<file path="src/rtl/xlt_pkg.sv">
`timescale 1ns/1ps
package xlt_pkg;

    localparam int unsigned DEF_ADDR_W     = 40;
    localparam int unsigned DEF_PAGE_BYTES = 4096;
    localparam int unsigned DEF_ENTRIES    = 16;
    localparam int unsigned DEF_LAT        = 2;

    typedef enum logic {
        OP_INSTALL = 1'b0,
        OP_REMOVE  = 1'b1
    } map_op_e;

    // width of a counter that must hold the value n (at least one bit)
    function automatic int unsigned cnt_width(input int unsigned n);
        return (n < 2) ? 1 : $clog2(n + 1);
    endfunction

endpackage

</file>
<file path="src/rtl/xlt_table.sv">
`timescale 1ns/1ps
module xlt_table
    import xlt_pkg::*;
#(
    parameter int unsigned ENTRIES = DEF_ENTRIES,
    parameter int unsigned PN_W    = 28
) (
    input  logic            clk,
    input  logic            rst,
    input  logic            map_valid,
    input  map_op_e         map_op,
    input  logic [PN_W-1:0] map_vpage,
    input  logic [PN_W-1:0] map_ppage,
    output logic            map_done,
    output logic            map_err,
    input  logic [PN_W-1:0] lk_vpage,
    output logic            lk_hit,
    output logic [PN_W-1:0] lk_ppage
);
    localparam int unsigned IDX_W = cnt_width(ENTRIES - 1);

    logic [ENTRIES-1:0] ent_valid;
    logic [PN_W-1:0]    ent_vpn [ENTRIES];
    logic [PN_W-1:0]    ent_ppn [ENTRIES];
    logic [ENTRIES-1:0] lk_match;
    logic [ENTRIES-1:0] mp_match;
    logic               free_found;
    logic [IDX_W-1:0]   free_idx;

    for (genvar g = 0; g < ENTRIES; g++) begin : g_cmp
        assign lk_match[g] = ent_valid[g] && (ent_vpn[g] == lk_vpage);
        assign mp_match[g] = ent_valid[g] && (ent_vpn[g] == map_vpage);
    end

    assign lk_hit = |lk_match;

    // at most one entry matches, so OR-ing the masked numbers selects it
    always_comb begin
        lk_ppage = '0;
        for (int i = 0; i < ENTRIES; i++) begin
            if (lk_match[i]) lk_ppage = lk_ppage | ent_ppn[i];
        end
    end

    // lowest-numbered free entry
    always_comb begin
        free_found = 1'b0;
        free_idx   = '0;
        for (int i = ENTRIES - 1; i >= 0; i--) begin
            if (!ent_valid[i]) begin
                free_found = 1'b1;
                free_idx   = IDX_W'(i);
            end
        end
    end

    always_ff @(posedge clk) begin
        if (rst) begin
            ent_valid <= '0;
            map_done  <= 1'b0;
            map_err   <= 1'b0;
        end else begin
            map_done <= map_valid;
            map_err  <= 1'b0;
            if (map_valid) begin
                if (map_op == OP_REMOVE) begin
                    ent_valid <= ent_valid & ~mp_match;
                end else if (|mp_match) begin
                    for (int i = 0; i < ENTRIES; i++) begin
                        if (mp_match[i]) ent_ppn[i] <= map_ppage;
                    end
                end else if (free_found) begin
                    ent_valid[free_idx] <= 1'b1;
                    ent_vpn[free_idx]   <= map_vpage;
                    ent_ppn[free_idx]   <= map_ppage;
                end else begin
                    map_err <= 1'b1;
                end
            end
        end
    end

endmodule

</file>
<file path="src/rtl/xlt_resp_pipe.sv">
`timescale 1ns/1ps
module xlt_resp_pipe
    import xlt_pkg::*;
#(
    parameter int unsigned W   = DEF_ADDR_W,
    parameter int unsigned LAT = DEF_LAT
) (
    input  logic         clk,
    input  logic         rst,
    input  logic         in_valid,
    output logic         in_ready,
    input  logic [W-1:0] in_addr,
    input  logic         in_hit,
    output logic         out_valid,
    input  logic         out_ready,
    output logic [W-1:0] out_addr,
    output logic         out_hit
);
    localparam int unsigned CW = cnt_width(LAT);

    logic         vld_q;
    logic [W-1:0] addr_q;
    logic         hit_q;

    assign out_valid = vld_q;
    assign out_addr  = addr_q;
    assign out_hit   = hit_q;

    if (LAT == 0) begin : g_direct
        assign in_ready = !vld_q;

        always_ff @(posedge clk) begin
            if (rst) begin
                vld_q  <= 1'b0;
                addr_q <= '0;
                hit_q  <= 1'b0;
            end else if (in_valid && in_ready) begin
                vld_q  <= 1'b1;
                addr_q <= in_addr;
                hit_q  <= in_hit;
            end else if (vld_q && out_ready) begin
                vld_q <= 1'b0;
            end
        end
    end else begin : g_count
        logic          pend_q;
        logic [CW-1:0] cnt_q;

        assign in_ready = !vld_q && !pend_q;

        always_ff @(posedge clk) begin
            if (rst) begin
                vld_q  <= 1'b0;
                pend_q <= 1'b0;
                cnt_q  <= '0;
                addr_q <= '0;
                hit_q  <= 1'b0;
            end else if (in_valid && in_ready) begin
                pend_q <= 1'b1;
                cnt_q  <= CW'(LAT);
                addr_q <= in_addr;
                hit_q  <= in_hit;
            end else if (pend_q) begin
                cnt_q <= cnt_q - 1'b1;
                if (cnt_q == CW'(1)) begin
                    pend_q <= 1'b0;
                    vld_q  <= 1'b1;
                end
            end else if (vld_q && out_ready) begin
                vld_q <= 1'b0;
            end
        end
    end

endmodule

</file>
<file path="src/rtl/xlt_page_translator.sv">
`timescale 1ns/1ps
module xlt_page_translator
    import xlt_pkg::*;
#(
    parameter int unsigned ADDR_W     = DEF_ADDR_W,
    parameter int unsigned PAGE_BYTES = DEF_PAGE_BYTES,
    parameter int unsigned ENTRIES    = DEF_ENTRIES,
    parameter int unsigned LAT        = DEF_LAT,
    localparam int unsigned OFF_W     = $clog2(PAGE_BYTES),
    localparam int unsigned PN_W      = ADDR_W - OFF_W
) (
    input  logic              clk,
    input  logic              rst,
    input  logic              map_valid,
    input  logic              map_op,
    input  logic [PN_W-1:0]   map_vpage,
    input  logic [PN_W-1:0]   map_ppage,
    output logic              map_done,
    output logic              map_err,
    input  logic              req_valid,
    output logic              req_ready,
    input  logic [ADDR_W-1:0] req_addr,
    input  logic              req_bypass,
    output logic              rsp_valid,
    input  logic              rsp_ready,
    output logic [ADDR_W-1:0] rsp_paddr,
    output logic              rsp_hit
);
    logic              lk_hit;
    logic [PN_W-1:0]   lk_ppage;
    logic              use_xlt;
    logic [ADDR_W-1:0] xaddr;

    xlt_table #(
        .ENTRIES (ENTRIES),
        .PN_W    (PN_W)
    ) u_table (
        .clk       (clk),
        .rst       (rst),
        .map_valid (map_valid),
        .map_op    (map_op_e'(map_op)),
        .map_vpage (map_vpage),
        .map_ppage (map_ppage),
        .map_done  (map_done),
        .map_err   (map_err),
        .lk_vpage  (req_addr[ADDR_W-1:OFF_W]),
        .lk_hit    (lk_hit),
        .lk_ppage  (lk_ppage)
    );

    assign use_xlt = lk_hit && !req_bypass;
    assign xaddr   = use_xlt ? {lk_ppage, req_addr[OFF_W-1:0]} : req_addr;

    xlt_resp_pipe #(
        .W   (ADDR_W),
        .LAT (LAT)
    ) u_pipe (
        .clk       (clk),
        .rst       (rst),
        .in_valid  (req_valid),
        .in_ready  (req_ready),
        .in_addr   (xaddr),
        .in_hit    (use_xlt),
        .out_valid (rsp_valid),
        .out_ready (rsp_ready),
        .out_addr  (rsp_paddr),
        .out_hit   (rsp_hit)
    );

endmodule

</file>
<file path="config.mk">
export PLATFORM = sky130hd
export DESIGN_NAME = xlt_page_translator
export DESIGN_NICKNAME = d
export VERILOG_FILES = /design/src/rtl/xlt_pkg.sv /design/src/rtl/xlt_table.sv /design/src/rtl/xlt_resp_pipe.sv /design/src/rtl/xlt_page_translator.sv
export SDC_FILE = /design/constraint.sdc
export NUM_CORES = 1
export LEC_CHECK = 0
export BUFFER_PORTS_ARGS = -buffer_cell sky130_fd_sc_hd__buf_2
export CORE_MARGIN = 1.5
export CORE_UTILIZATION = 50
export CTS_CLUSTER_SIZE = 12
export DETAILED_ROUTE_END_ITERATION = 8
export HOLD_SLACK_MARGIN = 0.02
export PLACE_DENSITY = 0.66
export REMOVE_ABC_BUFFERS = 1
export SYNTH_ARGS = -nofsm -noshare
export SYNTH_HDL_FRONTEND = slang
export SYNTH_HIERARCHICAL = 1
export SYNTH_SLANG_ARGS = --single-unit
</file>
<file path="constraint.sdc">
create_clock -name clk -period 9.1 [get_ports clk]
set_input_delay 0.455 -clock clk [delete_from_list [all_inputs] [get_ports clk]]
set_output_delay 0.455 -clock clk [all_outputs]
set_load 0.1 [all_outputs]
</file>
Word-level counts from Yosys, hierarchy flattened. Memories as Yosys holds them, arrays and structs flattened. Cells that the tools add are included.

Input port bits: 103. RAM bits: 896. Memories kept: 2. Flip-flop bits (word level): 63. ROM bits: 0. Bits in latches: 0. Logic and storage cells: 287. Output and inout bits: 45.

$add $sub $neg: 1. Shift operators: 0. Multipliers: 0. Reduce and logical (&&, ||, !) cells: 50. Equality and inequality tests: 35. Bitwise operators: 20. Div/mod/pow operators: 0. Multiplexer cells: 168. Magnitude comparators: 2.

Memory list: u_table.ent_ppn (depth 16, bits a word 28, read ports 16, clocked after Yosys merged registers in 0, wr ports 16, RTL line xlt_table.sv:24) `logic [PN_W-1:0] ent_ppn [ENTRIES];`; u_table.ent_vpn (depth 16, bits a word 28, read ports 16, clocked after Yosys merged registers in 0, wr ports 1, RTL line xlt_table.sv:23) `logic [PN_W-1:0] ent_vpn [ENTRIES];`.

Operator list (count): 28-bit equality test (32); 28-bit two-way mux (17); 28-bit bitwise OR (15); 1-bit two-way mux (127); 4-bit two-way mux (17); 16-bit two-way mux (3); 40-bit two-way mux (1); 1-bit logical AND (37); 16-bit OR reduction (2); 28-bit OR reduction (1); 19-bit OR reduction (1); 16-bit bitwise AND (1); 16-bit NOT (1); 16-bit bitwise OR (1); 3-bit AND reduction (2); 2-bit nonzero test (3); 4-bit by 5-bit < comparator with 1-bit output, second input constant (1); 1-bit demux with 4-bit select (1); 4-bit by 1-bit >= comparator with 1-bit output, second input constant (1); 2-bit two-way mux (2); 2-bit inequality test, second input constant (2); 1-bit zero test (3); 2-bit by 1-bit equality test with 1-bit output, second input constant (1); 1-bit NOT (2); 2 further kinds (2).

Depth between registers and ports, before layout.
Word-level depth: 34. Depth in mapped cells: 16. Mapped depth without buffers: 10.

Cells and area by module. The synthesis kept the hierarchy.

By module, submodules not included: xlt_table (instances 1, sequential area each 27266.2 sq um, area an instance 41707.5 sq um, cells each 2757); xlt_resp_pipe (instances 1, sequential area each 900.9 sq um, area an instance 1636.6 sq um, cells each 201); xlt_page_translator (instances 1, sequential area each 0.0 sq um, area an instance 394.1 sq um, cells each 33).

Worst setup path after synthesis. No wires, ideal clock.

Path kind: input -> register. Start point: input port map_vpage[21]. End point: memory u_table.ent_ppn[13][0], enable pin. Data required time: 8.644 ns. Library setup time: 0.456 ns. Stages on the path: 10. Path buffers: 3. Slack: 4.495 ns. Arrival: 4.149 ns. Path through: buf_4 -> buf_8 -> xor2_1 -> nor4_1 -> nand4_1 -> o32ai_1 -> nor4_4 -> nand3_4 -> buf_6 -> o31ai_1.

RTL lines: start: declaration (RTL line xlt_page_translator.sv:16) `input logic [PN_W-1:0] map_vpage,`; end: declaration (RTL line xlt_table.sv:24).

==> qor.csv <==
stage;metric;value;unit
run_status;status;finished, final reports clean;
timing;finClkSkew;0.0476;ns
synth;ys_seq_area_frac;0.644;
clock_network;postCtsSetupBuffers;0;
clock_network;clk_pin_slew;0.06;ns
clock_network;cts_tree;built;
synth;synth_xor_area_frac;0.179;
synth;synthMuxAreaShare;0.00798;
setup_path;cp_data_arrival_time;4.31;ns
floorplanning;initial_utilization;0.504;
timing;finalSetupViolations;0;
global_route;grt-ovfl-total;0;
drt;drt_iter0_markers;4029;
global_route;grt_pass1_wl;206;mm
synth;synth_top_area_cell;edfxtp_1;
floorplanning;die_h;299;um
worst_hold_path;hold_depth;3;
finish;synthToLayoutAreaGrowth;11.9;%
clock_network;clk_path_buf_depth;3;
setup_path;crit_cells;9;
setup_path;setup.worst_path.class;input port to flip-flop;
timing;finalCriticalPeriod;3.99;ns
global_route;grt_start_max_net_pins;42;
timing;worst_pin_slew;1.25;ns
clock_network;cts-root-buf;clkbuf_16;
setup_path;worst-r2r-cell-count;11;
setup_path;crit_path_max_incr_delay;0.86;ns
floorplanning;die_w;299;um
global_route;busiest_layer;met2;
synth;post_synth_fa_ha_maj_area_fraction;0.000286;
timing;finalHoldViolations;0;
placed_design;pre_cts_ws;4.52;ns
floorplanning;coreArea;0.0868;mm2
finish;nFillCells;6884;
drt;dr.pass1.iters;5;
synth;ys_ff_latch;959;
power_and_ir_drop;ir_drop;0.157;mV
clock_network;clkLatencyLatePin;0.71;ns
timing;fin_crit_sh;0.439;
synth;syn_area;0.0437;mm2
floorplanning;io_pins;148;
global_route;antenna_found_initial;2;
synth;yosys_warnings;6;
placed_design;io_buffer_count;147;
drt;vias;28400;
synth;async_flop_share;0;
placed_design;hpwl;77.5;mm
clock_network;cts_buffers;103;
job;cap_violations;0;
placed_design;gp_congestion;0.935;
synth;yosys.area_share.simple;0.0729;
clock_network;post_cts_resized;0;
global_route;grt_pass1_vias;28200;
worst_hold_path;hp-class;input port to flip-flop;
synth;synthCells;2991;
finish;antenna_cells;0;
timing;fmax;0.250;GHz
synth;synth.distinct_cells;54;
global_route;use_met1;0.438;
synth;avgSynthCellArea;14.6;um2
power_and_ir_drop;cellPowerDensity;198;mW/mm2
clock_network;cts_sinks;959;
timing;postLayoutSetupSlackWorst;5.11;ns
floorplanning;die_area;0.0893;mm2
synth;synth_commonest_cells;edfxtp_1 (896), xor2_1 (744), nor4_1 (204);
finish;layout.nets;3254;
synth;synth-compound-area-share;0.0611;
synth;synthFlopType;edfxtp_1;
drt;postRouteAntennaNets;0;
global_route;grt_util_met2;0.512;
timing;worst_slew_margin_rel;0.163;
setup_path;path_max_fanout;35;
setup_path;crit_slowest_cell;buf_2;
timing;rsz0062_at_grt;no;
timing;drv_slew;0;
synth;synth_top_area_frac;0.615;
clock_network;htree_levels;3;
setup_path;reg2reg_slack;5.31;ns
setup_path;crit_family;simple AND/OR/NAND/NOR gates;
drt;post_drt_wl_per_cell;33.0;um
drt;viasPerCell;6.46;
setup_path;worstPathCellList;buf_2 -> xor2_1 -> nor4_1 -> nand4_1 -> o22ai_1 -> nor4_4 -> nand3_4 -> o31ai_4 -> buf_4;
setup_path;end_kind;flip-flop;
drt;drt_wl_total;145;mm
synth;synth_top_family_by_area;XOR/XNOR gates;
synth;synth_edf_count;896;
setup_path;cp-start-kind;input port;
finish;drive_above_1_share;0.146;
setup_path;crit_required;9.42;ns
setup_path;path_buf_inv;2;
floorplanning;rows;108;
timing;fin_tns_setup;0;ns
global_route;track_usage;0.322;
power_and_ir_drop;p_leak;16.3;nW
drt;drc;0;
synth;synth_area_leaders;edfxtp_1 (62%), xor2_1 (15%), xnor2_1 (3.0%), nor4_1 (2.9%), dfxtp_1 (2.9%);
synth;synth_most_common_cell;edfxtp_1;
global_route;grt_util_met3;0.0664;
## sequential cells by signal, indices dropped and copies added (netlist names), 2 cells and up
signal                cells
u_table/ent_ppn         448
u_pipe/out_addr          40
u_table/ent_valid        16
u_table/ent_vpn         448
u_pipe/g_count.cnt_q      2
## through the flow
stage	instance area, um2	cells	utilization	total power (W)	hold WS, ns
after floorplan	42300	2798	-	0.00524	0.497
after global placement	45500	4187	0.524	0.00560	0.441
after detailed placement	45500	4187	0.524	0.00560	0.446
after CTS	49000	4394	0.564	0.00969	0.0841
after global routing	49000	4394	0.564	0.00989	0.120
final	49000	4394	0.564	0.00967	0.115
## cells by family after synthesis
| family | after synthesis |
|---|---|
| flops | 959 |
| simple gates | 567 |
| mux | 28 |
| xor+xnor | 896 |
| compound gates | 337 |
| fa+ha+maj | 1 |
| buf+inv | 203 |
## worst min-delay path: stages
cell      delay [ns]
buf_2           0.11
nand2b_1        0.10
a221oi_1        0.08
## layout make-up
class | count | area, um2 | share of cell area
sequential | 959 | 28200 | 0.575
multi-input combinational | 1829 | 14400 | 0.295
clock buffer | 155 | 2890 | 0.0591
timing repair buffer | 247 | 1520 | 0.0310
tap | 1155 | 1450 | 0.0295
clock inverter | 39 | 459 | 0.00938
inverter | 10 | 37.5 | 0.000767
## layout by cell type, fill, tap and decap left out, types with 44 or more instances in the layout
cell / n
xor2_1: 744
nor4_1: 188
nand4_1: 101
buf_2: 147
a22o_1: 88
xnor2_1: 152
a22oi_1: 48
nand2_1: 134
edfxtp_1: 896
dfxtp_1: 63
clkbuf_16: 103
buf_4: 87
a21oi_1: 44
a221oi_1: 89
## power breakdown
part	switching, W	internal, W	leakage (nW)
clock network	0.00178	0.00235	1.61
registers	0.0000174	0.00484	8.58
logic	0.000517	0.000157	6.16
## layer usage
| layer | share of wire | wire length (um) |
|---|---|---|
| met4 | 0.036 | 5170 |
| met5 | 0.00063 | 92 |
| met2 | 0.47 | 67800 |
| met3 | 0.11 | 15700 |
| met1 | 0.39 | 56400 |
## path summary, 6_finish.rpt
kind,from,endpoint
setup / recovery,map_vpage[3],u_table/ent_ppn[14][25]
setup reg to reg,u_table/ent_vpn[15][22],u_pipe/out_addr[35]
hold reg to reg,u_pipe/out_addr[28],u_pipe/out_addr[28]
hold / removal,req_valid,u_pipe/g_count.cnt_q[1]
## repair_timing
action                                 4_1_cts  5_1_grt
setup endpoints to repair                    0        0
hold buffers                                13        0
endpoints found under the hold margin       13        0
(Power assumes the default switching activity.)
